$ cat src/rtl/assoc_unfold2_pkg.sv
package assoc_unfold2_pkg;
  localparam int OP_MAX = 0;
  localparam int OP_MIN = 1;
  localparam int OP_SAT = 2;

  function automatic logic [63:0] op_identity(input int op, input int w);
    logic [63:0] r;
    r = '0;
    if (op == OP_MIN) begin
      for (int i = 0; i < w; i++) r[i] = 1'b1;
    end
    return r;
  endfunction
endpackage

$ cat src/rtl/assoc_op.sv
module assoc_op #(
  parameter int W  = 16,
  parameter int OP = 0
) (
  input  logic [W-1:0] a_i,
  input  logic [W-1:0] b_i,
  output logic [W-1:0] y_o
);
  import assoc_unfold2_pkg::*;

  generate
    if (OP == OP_MAX) begin : g_max
      assign y_o = (a_i > b_i) ? a_i : b_i;
    end else if (OP == OP_MIN) begin : g_min
      assign y_o = (a_i < b_i) ? a_i : b_i;
    end else begin : g_sat
      logic [W:0] sum;
      assign sum = {1'b0, a_i} + {1'b0, b_i};
      assign y_o = sum[W] ? {W{1'b1}} : sum[W-1:0];

      // result never falls below an operand (no wrap)
      always_comb begin
        if (!$isunknown({a_i, b_i}))
          p_no_wrap_r7: assert (y_o >= a_i && y_o >= b_i);
      end
    end
  endgenerate
endmodule

$ cat src/rtl/pair_precombine.sv
module pair_precombine #(
  parameter int W  = 16,
  parameter int OP = 0
) (
  input  logic         clk_i,
  input  logic         rst_ni,
  input  logic         clr_i,
  input  logic         valid_i,
  input  logic [W-1:0] x0_i,
  input  logic [W-1:0] x1_i,
  output logic         clr_q_o,
  output logic         vld_q_o,
  output logic [W-1:0] x0_q_o,
  output logic [W-1:0] pre_q_o
);
  logic [W-1:0] pre_d;

  assoc_op #(.W(W), .OP(OP)) u_pre (.a_i(x0_i), .b_i(x1_i), .y_o(pre_d));

  always_ff @(posedge clk_i or negedge rst_ni) begin
    if (!rst_ni) begin
      clr_q_o <= 1'b0;
      vld_q_o <= 1'b0;
      x0_q_o  <= '0;
      pre_q_o <= '0;
    end else begin
      clr_q_o <= clr_i;
      vld_q_o <= valid_i;
      if (valid_i) begin
        x0_q_o  <= x0_i;
        pre_q_o <= pre_d;
      end
    end
  end
endmodule

$ cat src/rtl/loop_stage.sv
module loop_stage #(
  parameter int W  = 16,
  parameter int OP = 0
) (
  input  logic         clk_i,
  input  logic         rst_ni,
  input  logic         clr_q_i,
  input  logic         vld_q_i,
  input  logic [W-1:0] x0_q_i,
  input  logic [W-1:0] pre_q_i,
  output logic         valid_o,
  output logic [W-1:0] even_o,
  output logic [W-1:0] odd_o
);
  import assoc_unfold2_pkg::*;

  localparam logic [W-1:0] IDENT = W'(op_identity(OP, W));

  logic [W-1:0] state_q, base, even_d, odd_d;

  // clear travels with its pair: that pair starts from identity
  assign base = clr_q_i ? IDENT : state_q;

  assoc_op #(.W(W), .OP(OP)) u_even (.a_i(base), .b_i(x0_q_i),  .y_o(even_d));
  assoc_op #(.W(W), .OP(OP)) u_odd  (.a_i(base), .b_i(pre_q_i), .y_o(odd_d));

  always_ff @(posedge clk_i or negedge rst_ni) begin
    if (!rst_ni) begin
      state_q <= IDENT;
      valid_o <= 1'b0;
      even_o  <= '0;
      odd_o   <= '0;
    end else begin
      valid_o <= vld_q_i;
      if (vld_q_i) begin
        state_q <= odd_d;
        even_o  <= even_d;
        odd_o   <= odd_d;
      end else if (clr_q_i) begin
        state_q <= IDENT;
      end
    end
  end

  p_valid_lat_r4: assert property (@(posedge clk_i) disable iff (!rst_ni)
    valid_o == $past(vld_q_i));
  p_odd_is_state_r3: assert property (@(posedge clk_i) disable iff (!rst_ni)
    valid_o |-> state_q == odd_o);
  p_hold_r6: assert property (@(posedge clk_i) disable iff (!rst_ni)
    (!vld_q_i && !clr_q_i) |=> $stable(state_q));
  p_clear_r5: assert property (@(posedge clk_i) disable iff (!rst_ni)
    (clr_q_i && !vld_q_i) |=> state_q == IDENT);
  generate
    if (OP == OP_MIN) begin : g_ord_min
      p_order_r2: assert property (@(posedge clk_i) disable iff (!rst_ni)
        valid_o |-> odd_o <= even_o);
    end else begin : g_ord_up
      p_order_r2: assert property (@(posedge clk_i) disable iff (!rst_ni)
        valid_o |-> odd_o >= even_o);
    end
  endgenerate
endmodule

$ cat src/rtl/assoc_unfold2.sv
module assoc_unfold2 #(
  parameter int W  = 16,
  parameter int OP = 0
) (
  input  logic         clk_i,
  input  logic         rst_ni,
  input  logic         clr_i,
  input  logic         valid_i,
  input  logic [W-1:0] x0_i,
  input  logic [W-1:0] x1_i,
  output logic         valid_o,
  output logic [W-1:0] even_o,
  output logic [W-1:0] odd_o
);
  logic         clr_q, vld_q;
  logic [W-1:0] x0_q, pre_q;

  pair_precombine #(.W(W), .OP(OP)) u_pre (
    .clk_i(clk_i), .rst_ni(rst_ni), .clr_i(clr_i), .valid_i(valid_i),
    .x0_i(x0_i), .x1_i(x1_i),
    .clr_q_o(clr_q), .vld_q_o(vld_q), .x0_q_o(x0_q), .pre_q_o(pre_q));

  loop_stage #(.W(W), .OP(OP)) u_loop (
    .clk_i(clk_i), .rst_ni(rst_ni), .clr_q_i(clr_q), .vld_q_i(vld_q),
    .x0_q_i(x0_q), .pre_q_i(pre_q),
    .valid_o(valid_o), .even_o(even_o), .odd_o(odd_o));
endmodule

$ cat config.mk
export PLATFORM = sky130hd
export DESIGN_NAME = assoc_unfold2
export DESIGN_NICKNAME = d
export VERILOG_FILES = /design/src/rtl/assoc_unfold2_pkg.sv /design/src/rtl/assoc_op.sv /design/src/rtl/pair_precombine.sv /design/src/rtl/loop_stage.sv /design/src/rtl/assoc_unfold2.sv
export SDC_FILE = /design/constraint.sdc
export NUM_CORES = 1
export LEC_CHECK = 0
export BUFFER_PORTS_ARGS = -buffer_cell sky130_fd_sc_hd__buf_4
export CAP_MARGIN = 20
export CORE_MARGIN = 10
export CORE_UTILIZATION = 51
export CTS_BUF_LIST = sky130_fd_sc_hd__clkbuf_4 sky130_fd_sc_hd__clkbuf_8
export CTS_CLUSTER_SIZE = 40
export DETAILED_ROUTE_END_ITERATION = 10
export PLACE_DENSITY = 0.72
export SETUP_SLACK_MARGIN = 0.3
export SLEW_MARGIN = 20
export SYNTH_ARGS = -nofsm -noshare
export SYNTH_HDL_FRONTEND = slang
export SYNTH_SLANG_ARGS = --single-unit
$ cat constraint.sdc
create_clock -name clk_i -period 3.5 [get_ports clk_i]
set_input_delay 0.175 -clock clk_i [delete_from_list [all_inputs] [get_ports clk_i]]
set_output_delay 0.175 -clock clk_i [all_outputs]
set_load 0.01 [all_outputs]
==> metrics.md <==
| Metric | Value |
|---|---|
| Max Root-Sink Buffers | `2` |
| Worst hold margin | `37.9 ps` |
| Post-layout power | `3080 µW` |
| Critical Path AT | `3200 ps` |
| Worst-Margin Slew | `1110 ps` |
| Cts bufs inserted | `9` |
| Final Skew | `14.4 ps` |
| Die height | `121 µm` |
| Cells after Synth | `546` |
| Worst-path fanout max | `16` |
| VDD IR max | `220 µV` |
| Number of synthesized register bits | `83` |
| Share of post-route cells with drive strength above 1 | `0.233` |
| Static leakage | `0.00295 µW` |
| Synth cell types | `47` |
| Row cnt | `36` |
| Nets | `693` |
| Most common cell after layout, fill and taps aside | `buf_4` |
| Crit path time final | `3000 ps` |
| CTS clk-pin slew, worst paths | `90 ps` |
| First-pass GRT wire length | `23.5 mm` |
| Min-delay worst type | `in2reg` |
| Clock latency on the worst-skew pair | `360 ps` |
| Netlist Area Pre-Place | `5170 µm²` |
| Initial antenna violation count | `0` |
| Vias in the first global route | `4,567` |
| Syn-to-layout area delta | `17.4%` |
| TritonCTS Sinks | `83` |
| Port bufs | `68` |
| Post-Place Setup Slack | `381 ps` |
| Vias per cell | `5.89` |
| Power density over the cells | `507 nW/µm²` |
| Post-DP HPWL | `10.7 mm` |
| CP Launch Type | `flip-flop` |
| Area after DPL | `5830 µm²` |
| Die area | `14,600 µm²` |
| Placer Congestion | `0.952` |
| Yosys Warn Count | `0` |
| Ys flop type | `dfrtp_1` |
| Initial drt markers | `426` |
| Asr flop ratio synth | `1.00` |
| Ports | `69` |
| H-tree Lvls | `3` |
| Die width | `121 µm` |
| Status | `finished, final reports clean` |
| Final hold vios | `0` |
| Total number of vias | `4,421` |
| Largest net degree at the start of global routing | `57` |
| Routed WL per cell | `19.0 µm` |
| CTS tree | `done` |
| Placeable Area | `9820 µm²` |
| Remaining DRCs | `0` |
| Sequential-to-total area share from yosys stat | `0.402` |
| All-Layer GR Usage | `0.198` |
| Drt pass-1 iters | `7` |
| Critical path type | `reg2reg` |
| Final instance area | `6060 µm²` |
| RSZ-0062 raised after global routing | `false` |
| Max Cap Viol | `0` |
| Fin. max-slew vios | `0` |
| Initial Util | `0.526` |
| Final Cycle Share | `0.857` |
| Required time of the critical path | `3700 ps` |
| Most frequent cells in the layout | `buf_4, dfrtp_1, inv_1, ha_1, o21ai_0` |
| Clk root buf | `clkbuf_8` |
| PnR worst setup slack | `502 ps` |
| Highest Clock Rate | `0.334 GHz` |
| Crit end category | `flip-flop` |
| Diodes inserted | `0` |
| Max-slew headroom | `0.258` |
| Total grt overflow | `0` |
| Post-synth EDFFs | `0` |
| Synthesized area per cell | `9.46 µm²` |
| ANT nets after route | `0` |
| Post-Syn Nets | `627` |
| Fill cell total of the finished layout | `874` |
| Final setup fails | `0` |
| Total wire length | `14.2 mm` |
| Setup TNS | `0 ps` |
[registers in the layout, indices dropped and copies added, names as in the netlist]
signal,flops
u_loop.even_o,16
u_pre.pre_q_o,16
u_pre.x0_q_o,16
u_loop.valid_o,1
u_pre.vld_q_o,1
u_loop.odd_o,16
u_pre.clr_q_o,1
u_loop.state_q,16
[layer usage]
layer	vias up	wire length [µm]	GRT usage
li1	2097	-	-
met2	175	6360	0.300
met4	0	227	0.0679
met5	-	0	0
met1	2130	6570	0.272
met3	19	1060	0.0456
[critical path, stage by stage, from the launching register on]
cell and delay (ps):
dfrtp_2 540, nand2b_1 220, inv_1 120, ha_1 320
and3_1 200, nand3_1 110, or2_2 320, o211ai_1 380
nand2b_1 270, a22oi_1 220, a31oi_1 120
[kinds of logic (layout without fill, tap and decap cells)]
family,count (synthesis),count (layout),synth area share
adders and majority gates,46,46,0.111
buffers and inverters,101,172,0.0785
DFF,83,83,0.402
AOI/OAI and AO/OA,154,154,0.224
xor gates and xnor gates,3,3,0.00509
and+or+nand+nor,138,138,0.137
muxes,21,21,0.0424
[cell type report]
cell class / instances / area (µm²) / share of cell area
clock inverters: 2 / 35.0 / 0.00578
inverters: 71 / 267 / 0.0440
multi-input cells: 362 / 2690 / 0.443
flip-flops and latches: 83 / 2080 / 0.343
clock buffers: 14 / 174 / 0.0287
well taps: 133 / 166 / 0.0274
repair buffers: 85 / 656 / 0.108
[through the flow]
step,instances,utilization
detailed placement,732,0.594
global route,750,0.617
finish,750,0.617
global placement,732,0.594
CTS,750,0.617
floorplan,546,-
[path summary, 6_finish.rpt]
kind / startpoint / end / slack (ps) / depth (start not counted)
min in group asynchronous: rst_ni / u_loop.state_q[0] / 420 / 2
worst min register to register: u_loop.even_o[2] / u_loop.even_o[2] / 540 / 2
worst max-delay path: u_pre.clr_q_o / u_loop.even_o[14] / 500 / 10
max in group asynchronous: rst_ni / u_loop.state_q[14] / 2240 / 3
worst min-delay path: x0_i[9] / u_pre.x0_q_o[9] / 40 / 3
worst max register to register: u_pre.clr_q_o / u_loop.even_o[14] / 500 / 10
[power breakdown]
| group | switching (µW) | internal (µW) |
|---|---|---|
| logic | 592 | 483 |
| registers | 126 | 1140 |
| clock network | 344 | 393 |
[what timing repair did]
item / CTS / global route
buffers inserted: 0 / 0
hold endpoints to repair: 56 / 0
resized for setup: 0 / 2
hold buffers: 2 / 0
endpoints found under the setup margin: 0 / 38
[cells in the mapped netlist (3+ instances only)]
| cell type | number | area (µm²) |
|---|---|---|
| nand3_1 | 18 | 90.1 |
| a31oi_1 | 16 | 100 |
| o221ai_1 | 10 | 87.6 |
| a21o_1 | 8 | 60.1 |
| nor2_1 | 27 | 101 |
| o221a_2 | 15 | 169 |
| dfrtp_1 | 83 | 2080 |
| nand2b_1 | 13 | 81.3 |
| inv_1 | 70 | 263 |
| or2_2 | 17 | 106 |
| nand2_1 | 34 | 128 |
| nor3_1 | 4 | 20.0 |
| o311a_1 | 12 | 120 |
| mux2i_1 | 14 | 140 |
| nor2b_1 | 8 | 50.1 |
| buf_6 | 3 | 33.8 |
| o21a_1 | 3 | 22.5 |
| clkbuf_1 | 24 | 90.1 |
| o221ai_2 | 3 | 45.0 |
| xnor2_1 | 3 | 26.3 |
| nand4_1 | 6 | 37.5 |
| mux2_1 | 6 | 67.6 |
| o21ai_0 | 44 | 220 |
| a21oi_1 | 13 | 65.1 |
| a22oi_1 | 18 | 135 |
| ha_1 | 45 | 563 |
| buf_2 | 3 | 15.0 |
| a211oi_1 | 3 | 22.5 |
(Power assumes the default switching activity.)
